File: src/rtl/spt_pkg.sv
package spt_pkg;
    typedef enum logic [0:0] {
        ST_IDLE   = 1'b0,
        ST_LOOKUP = 1'b1
    } spt_state_e;
endpackage

File: src/rtl/spt_lru.sv
module spt_lru #(
    parameter int ENTRIES = 16
) (
    input  logic                       clk,
    input  logic                       rst_n,
    input  logic                       touch_en,
    input  logic [$clog2(ENTRIES)-1:0] touch_idx,
    output logic [$clog2(ENTRIES)-1:0] lru_idx
);
    localparam int IDX_W = $clog2(ENTRIES);

    logic [IDX_W-1:0] age [ENTRIES];
    logic [ENTRIES-1:0] is_old;

    // Ages form a permutation; 0 is most recent, ENTRIES-1 is least recent.
    always_ff @(posedge clk) begin
        if (!rst_n) begin
            for (int i = 0; i < ENTRIES; i++) age[i] <= IDX_W'(i);
        end else if (touch_en) begin
            for (int i = 0; i < ENTRIES; i++) begin
                if (IDX_W'(i) == touch_idx)
                    age[i] <= '0;
                else if (age[i] < age[touch_idx])
                    age[i] <= age[i] + 1'b1;
            end
        end
    end

    for (genvar g = 0; g < ENTRIES; g++) begin : g_old
        assign is_old[g] = (age[g] == IDX_W'(ENTRIES - 1));
    end

    always_comb begin
        lru_idx = '0;
        for (int i = 0; i < ENTRIES; i++)
            if (is_old[i]) lru_idx = IDX_W'(i);
    end


    single_oldest_chk: assert property (@(posedge clk) disable iff (!rst_n)
        $countones(is_old) == 1);
endmodule

File: src/rtl/spt_table.sv
module spt_table #(
    parameter int ENTRIES = 16,
    parameter int IADDR_W = 32,
    parameter int DADDR_W = 32
) (
    input  logic               clk,
    input  logic               rst_n,
    input  logic               lookup_en,
    input  logic [IADDR_W-1:0] key_iaddr,
    input  logic [DADDR_W-1:0] cur_daddr,
    output logic               hit,
    output logic [DADDR_W-1:0] prev_daddr
);
    localparam int IDX_W = $clog2(ENTRIES);

    logic               ent_valid [ENTRIES];
    logic [IADDR_W-1:0] ent_tag   [ENTRIES];
    logic [DADDR_W-1:0] ent_last  [ENTRIES];

    logic [ENTRIES-1:0] match;
    logic [IDX_W-1:0]   hit_idx;
    logic [IDX_W-1:0]   free_idx;
    logic               has_free;
    logic [IDX_W-1:0]   lru_idx;
    logic [IDX_W-1:0]   wr_idx;

    for (genvar g = 0; g < ENTRIES; g++) begin : g_cmp
        assign match[g] = ent_valid[g] && (ent_tag[g] == key_iaddr);
    end

    always_comb begin
        hit_idx  = '0;
        free_idx = '0;
        has_free = 1'b0;
        for (int i = 0; i < ENTRIES; i++)
            if (match[i]) hit_idx = hit_idx | IDX_W'(i);
        for (int i = ENTRIES - 1; i >= 0; i--) begin
            if (!ent_valid[i]) begin
                free_idx = IDX_W'(i);
                has_free = 1'b1;
            end
        end
    end

    assign hit        = |match;
    assign prev_daddr = ent_last[hit_idx];
    assign wr_idx     = hit ? hit_idx : (has_free ? free_idx : lru_idx);

    always_ff @(posedge clk) begin
        if (!rst_n) begin
            for (int i = 0; i < ENTRIES; i++) begin
                ent_valid[i] <= 1'b0;
                ent_tag[i]   <= '0;
                ent_last[i]  <= '0;
            end
        end else if (lookup_en) begin
            ent_valid[wr_idx] <= 1'b1;
            ent_tag[wr_idx]   <= key_iaddr;
            ent_last[wr_idx]  <= cur_daddr;
        end
    end

    spt_lru #(.ENTRIES(ENTRIES)) i_lru (
        .clk       (clk),
        .rst_n     (rst_n),
        .touch_en  (lookup_en),
        .touch_idx (wr_idx),
        .lru_idx   (lru_idx)
    );


    unique_match_chk: assert property (@(posedge clk) disable iff (!rst_n)
        $onehot0(match));
endmodule

File: src/rtl/spt_req_out.sv
module spt_req_out #(
    parameter int DADDR_W    = 32,
    parameter int LINE_BYTES = 16
) (
    input  logic               clk,
    input  logic               rst_n,
    input  logic               load,
    input  logic [DADDR_W-1:0] load_addr,
    input  logic               pf_ready,
    output logic               pf_valid,
    output logic [DADDR_W-1:0] pf_addr
);
    localparam int OFF_W = $clog2(LINE_BYTES);
    localparam logic [DADDR_W-1:0] LINE_MASK = ~DADDR_W'(LINE_BYTES - 1);

    always_ff @(posedge clk) begin
        if (!rst_n) begin
            pf_valid <= 1'b0;
            pf_addr  <= '0;
        end else if (load) begin
            pf_valid <= 1'b1;
            pf_addr  <= load_addr & LINE_MASK;
        end else if (pf_ready) begin
            pf_valid <= 1'b0;
        end
    end


    pending_hold_chk: assert property (@(posedge clk) disable iff (!rst_n)
        (pf_valid && !pf_ready && !load) |=> (pf_valid && $stable(pf_addr)));


    line_offset_chk: assert property (@(posedge clk) disable iff (!rst_n)
        pf_valid |-> (pf_addr[OFF_W-1:0] == '0));
endmodule

File: src/rtl/spt_prefetcher.sv
module spt_prefetcher
    import spt_pkg::*;
#(
    parameter int ENTRIES    = 16,
    parameter int IADDR_W    = 32,
    parameter int DADDR_W    = 32,
    parameter int LINE_BYTES = 16
) (
    input  logic               clk,
    input  logic               rst_n,
    input  logic               op_valid,
    output logic               op_ready,
    input  logic [IADDR_W-1:0] op_iaddr,
    input  logic [DADDR_W-1:0] op_daddr,
    output logic               pf_valid,
    input  logic               pf_ready,
    output logic [DADDR_W-1:0] pf_addr
);
    spt_state_e state_q, state_d;

    logic               accept;
    logic               do_lookup;
    logic [IADDR_W-1:0] cap_iaddr;
    logic [DADDR_W-1:0] cap_daddr;
    logic               tbl_hit;
    logic [DADDR_W-1:0] tbl_prev;
    logic [DADDR_W-1:0] stride;
    logic [DADDR_W-1:0] next_addr;
    logic               issue;

    // State register
    always_ff @(posedge clk) begin
        if (!rst_n) state_q <= ST_IDLE;
        else        state_q <= state_d;
    end

    // Next state and outputs
    always_comb begin
        state_d   = state_q;
        op_ready  = 1'b0;
        do_lookup = 1'b0;
        unique case (state_q)
            ST_IDLE: begin
                op_ready = 1'b1;
                if (op_valid) state_d = ST_LOOKUP;
            end
            ST_LOOKUP: begin
                do_lookup = 1'b1;
                state_d   = ST_IDLE;
            end
            default: state_d = ST_IDLE;
        endcase
    end

    assign accept = op_valid && op_ready;

    always_ff @(posedge clk) begin
        if (!rst_n) begin
            cap_iaddr <= '0;
            cap_daddr <= '0;
        end else if (accept) begin
            cap_iaddr <= op_iaddr;
            cap_daddr <= op_daddr;
        end
    end

    spt_table #(
        .ENTRIES (ENTRIES),
        .IADDR_W (IADDR_W),
        .DADDR_W (DADDR_W)
    ) i_table (
        .clk        (clk),
        .rst_n      (rst_n),
        .lookup_en  (do_lookup),
        .key_iaddr  (cap_iaddr),
        .cur_daddr  (cap_daddr),
        .hit        (tbl_hit),
        .prev_daddr (tbl_prev)
    );

    // Two's-complement wrap gives signed strides for free.
    assign stride    = cap_daddr - tbl_prev;
    assign next_addr = cap_daddr + stride;
    assign issue     = do_lookup && tbl_hit && (stride != '0);

    spt_req_out #(
        .DADDR_W    (DADDR_W),
        .LINE_BYTES (LINE_BYTES)
    ) i_req (
        .clk       (clk),
        .rst_n     (rst_n),
        .load      (issue),
        .load_addr (next_addr),
        .pf_ready  (pf_ready),
        .pf_valid  (pf_valid),
        .pf_addr   (pf_addr)
    );


    busy_after_accept_chk: assert property (@(posedge clk) disable iff (!rst_n)
        accept |=> !op_ready);


    ready_returns_chk: assert property (@(posedge clk) disable iff (!rst_n)
        !op_ready |=> op_ready);


    miss_no_request_chk: assert property (@(posedge clk) disable iff (!rst_n)
        (do_lookup && !tbl_hit) |=> (!pf_valid || $stable(pf_addr)));
endmodule

File: config.mk
export PLATFORM = sky130hd
export DESIGN_NAME = spt_prefetcher
export DESIGN_NICKNAME = d
export VERILOG_FILES = /design/src/rtl/spt_pkg.sv /design/src/rtl/spt_lru.sv /design/src/rtl/spt_table.sv /design/src/rtl/spt_req_out.sv /design/src/rtl/spt_prefetcher.sv
export SDC_FILE = /design/constraint.sdc
export NUM_CORES = 2
export LEC_CHECK = 0
export ABC_CLOCK_PERIOD_IN_PS = 9200
export BUFFER_PORTS_ARGS = -buffer_cell sky130_fd_sc_hd__buf_2
export CORE_MARGIN = 5
export CORE_UTILIZATION = 45
export DETAILED_ROUTE_END_ITERATION = 10
export PLACE_DENSITY = 0.64
export SYNTH_ARGS = -nofsm -noshare
export SYNTH_HDL_FRONTEND = slang
export SYNTH_SLANG_ARGS = --single-unit
File: constraint.sdc
create_clock -name clk -period 9.2 [get_ports clk]
set_input_delay 0 -clock clk [delete_from_list [all_inputs] [get_ports clk]]
set_output_delay 0 -clock clk [all_outputs]
set_load 0.1 [all_outputs]
==> impl_metrics.yaml <==
outcome:
  status: "complete, no violations"
synthesis:
  synth_mux_area_frac: 0.0356
  syn-cell-area_um2: 63600
  synth_warnings: 0
  synth.distinct_cells: 90
  synth-simple-area-share: 0.202
  avgSynthCellArea_um2: 11.4
  ys_seq_area_frac: 0.548
  async_flop_share: 0
  syn_inst: 5596
  synth_top_family_by_area: "simple AND/OR/NAND/NOR gates"
  synth_fa_ha_area_frac: 0.0265
  synth_edf_count: 1088
  ys.flop_type: "edfxtp_1"
  ys_ff_latch: 1198
  synth_xor_area_frac: 0.0785
  synth_compound_area_frac: 0.0733
global_routing:
  grt_max_degree: 142
  antenna_found_initial: 6
  first_global_vias: 45256
  grt_overflow: 0
  grt_pass1_wl_mm: 301
  grtUsageTotal: 0.269
worst_setup_path:
  required_ns: 9.89
  regToRegStartpoint: "cap_iaddr[1]$_SDFFE_PN0P_"
  cp-start-kind: "flip-flop"
  r2r-end: "i_req.pf_addr[18]$_SDFFE_PN0P_"
  crit_fanout: 45
  worst-setup-path-type: "flip-flop to flip-flop"
  arrival_ns: 9.57
  r2r_setup_slack_ns: 0.32
  r2r_cells: 26
  cp-end-kind: "flip-flop"
worst_hold_path:
  holdPathEnd: "cap_iaddr[23]$_SDFFE_PN0P_"
  min_path_type: "input pin to flip-flop"
  holdCritStartpoint: "op_iaddr[23]"
  hold_depth: 4
drt:
  num_vias: 46357
  dr.pass1.iters: 6
  vias_per_cell: 6.07
  wl_mm: 204
  antenna_left: 0
  drtIter0Drc: 5071
  avgRoutedWirePerCell_um: 26.7
  drc: 0
clocking:
  clock-sinks: 1198
  cts_root_buf: "clkbuf_16"
  insertion_delay_ns: 0.78
  path_clk_slew_ns: 0.06
  cts.path.max_buffers: 3
  tritoncts: "done"
  cts_made_buffers: 135
  htreeDepth: 4
power_and_ir_drop:
  p_leak_nw: 28.4
  vdd_drop_max_uv: 150
  pwr_density_cell_nw_per_um2: 186
place:
  hpwl_mm: 125
  dpl_cell_area_um2: 66400
  portBuffers: 97
  post-place-ws_ns: 0.379
  place_congestion: 0.919
sta:
  setup_viol: 0
  finClkSkew_ns: 0.0387
  finalSetupTns_ns: 0
  fin_ws_ns: 0.318
  max_freq_ghz: 0.113
  rsz0062_at_grt: "false"
  drv_slew: 0
  hold_ws_ns: 0.0278
  finalHoldViolations: 0
  max_slew_margin: 0.238
  worstMarginPinSlew_ns: 1.14
  min_period_over_period: 0.965
  post-route-min-period_ns: 8.88
layout:
  fillCellCount: 12319
  layout-drive-gt1-share: 0.107
  nets: 5837
  fin_area_um2: 71800
  synthToLayoutAreaGrowth_pct: 13.0
floorplanning:
  design.core.area_um2: 141000
  dieArea_um2: 149000
  fp-row-count: 138
  start_util: 0.451
  dieWidth_um: 386
  die_h_um: 386
  io_pins: 102
flow_run:
  drv_cap: 0
==> critical path, cell delays in order, from the launching register on <==
cell	delay, ns
dfxtp_2	0.64
xor2_1	0.24
or4_1	0.55
nor4_1	0.35
nand3_1	0.29
nand4_1	0.23
buf_4	0.19
or2_4	0.47
buf_12	0.36
buf_12	0.28
mux2i_1	0.21
nand2_1	0.06
and3_1	0.18
o31ai_1	0.50
ha_1	0.40
a21o_1	0.23
a21oi_1	0.35
a41oi_2	0.30
xor2_1	0.27
nor4_1	0.38
nand4_1	0.13
or4_1	0.53
or4_1	0.45
or4_4	0.48
nand3_4	0.18
buf_4	0.27
mux2i_1	0.21
==> registers in the layout (all words and copies together) (netlist names) <==
signal / cells
i_table.ent_last: 512
i_table.ent_tag: 512
i_table.i_lru.age: 64
cap_daddr: 32
cap_iaddr: 32
i_req.pf_addr: 28
i_table.ent_valid: 16
i_req.pf_valid: 1
state_q: 1
==> synthesized netlist by cell type, drive strengths merged, types with 16 or more instances <==
master	number	area share
nand2b	48	0.0047
o21ai	74	0.0060
or4	20	0.0024
nand3	116	0.0093
and2	393	0.039
clkbuf	343	0.020
and3	689	0.068
nand2	425	0.025
ha	133	0.026
mux2	16	0.0028
a31oi	17	0.0017
nor3	91	0.0073
a21o	33	0.0039
nor4	140	0.014
nand4	121	0.012
nor2	166	0.0099
a21boi	71	0.0084
edfxtp	1088	0.51
o311ai	32	0.0044
o21a	26	0.0031
a21oi	78	0.0063
inv	47	0.0028
o31ai	42	0.0050
a211oi	145	0.017
xor2	300	0.041
buf	139	0.012
xnor2	270	0.037
mux2i	208	0.033
dfxtp	110	0.035
==> repair_timing <==
action	in CTS	in global routing
setup buffers	0	0
endpoints found under the hold margin	78	0
resized for setup	0	0
hold buffers	93	0
==> worst max path at each step <==
stage,from,endpoint,slack (ns),depth (start not counted)
detailed placement,cap_iaddr[1]$_SDFFE_PN0P_,i_req.pf_addr[18]$_SDFFE_PN0P_,0.38,26
finish,cap_iaddr[1]$_SDFFE_PN0P_,i_req.pf_addr[18]$_SDFFE_PN0P_,0.32,26
CTS,cap_iaddr[1]$_SDFFE_PN0P_,i_req.pf_addr[18]$_SDFFE_PN0P_,0.33,26
global placement,cap_iaddr[14]$_SDFFE_PN0P_,i_req.pf_addr[15]$_SDFFE_PN0P_,0.37,26
global route,cap_iaddr[1]$_SDFFE_PN0P_,i_req.pf_addr[30]$_SDFFE_PN0P_,0.02,30
floorplan,cap_iaddr[2]$_SDFFE_PN0P_,i_table.i_lru.age[0][0]$_SDFFCE_PN0P_,0.70,14
==> metrics by stage <==
step / power, W / instances / utilization
2_1_floorplan: 0.00737 / 5599 / -
3_3_place_gp: 0.00788 / 7295 / 0.471
3_5_place_dp: 0.00790 / 7295 / 0.471
4_1_cts: 0.0134 / 7637 / 0.509
5_1_grt: 0.0138 / 7637 / 0.509
6_report: 0.0134 / 7640 / 0.509
==> routing by layer <==
layer	track usage	share of wire	vias to the layer above
met1	0.377	0.42	23032
met4	0.0916	0.035	0
met3	0.0478	0.088	390
met5	0	0	-
li1	-	-	20672
met2	0.424	0.45	2263
==> where the power goes <==
part	internal [W]	switching, W
clock	0.00326	0.00227
sequential	0.00616	0.000168
combinational	0.000519	0.000997
total	0.00994	0.00344
==> cell type report <==
type / instances / area (um2) / share of cell area
Clock buffer: 195 / 3860 / 0.0538
Sequential cell: 1198 / 34900 / 0.486
Antenna cell: 3 / 7.51 / 0.000105
Multi-Input combinational cell: 3869 / 26800 / 0.373
Clock inverter: 54 / 627 / 0.00873
Timing Repair Buffer: 381 / 3100 / 0.0431
Inverter: 50 / 188 / 0.00261
Tap cell: 1890 / 2360 / 0.0329
==> cell usage in the layout (no fill, tap or decap), types with 16 or more instances in the layout <==
master	instances
dlygate4sd3_1	93
a21o_1	32
nand2b_1	46
clkbuf_16	141
and2_1	384
nor3_1	87
o31ai_1	41
mux2i_1	208
o21a_1	26
nand3_1	115
a211oi_1	145
xor2_1	300
inv_1	46
nor2_1	152
xnor2_1	270
buf_12	19
ha_1	133
nor4_1	139
and3_1	688
clkinv_1	17
dfxtp_1	81
a31oi_1	17
o21ai_1	16
edfxtp_1	1088
a21oi_1	76
clkbuf_1	41
buf_2	96
a21boi_0	69
o21ai_0	51
buf_4	172
nand2_1	413
nand4_1	121
o311ai_0	31
or4_1	19
dfxtp_2	29
==> cells by family after synthesis <==
group | count (synthesis)
simple gates | 2302
flops | 1198
compound gates | 635
xor+xnor | 570
buf+inv | 532
mux | 224
fa+ha+maj | 134
other cells | 1
(Power assumes the default switching activity.)
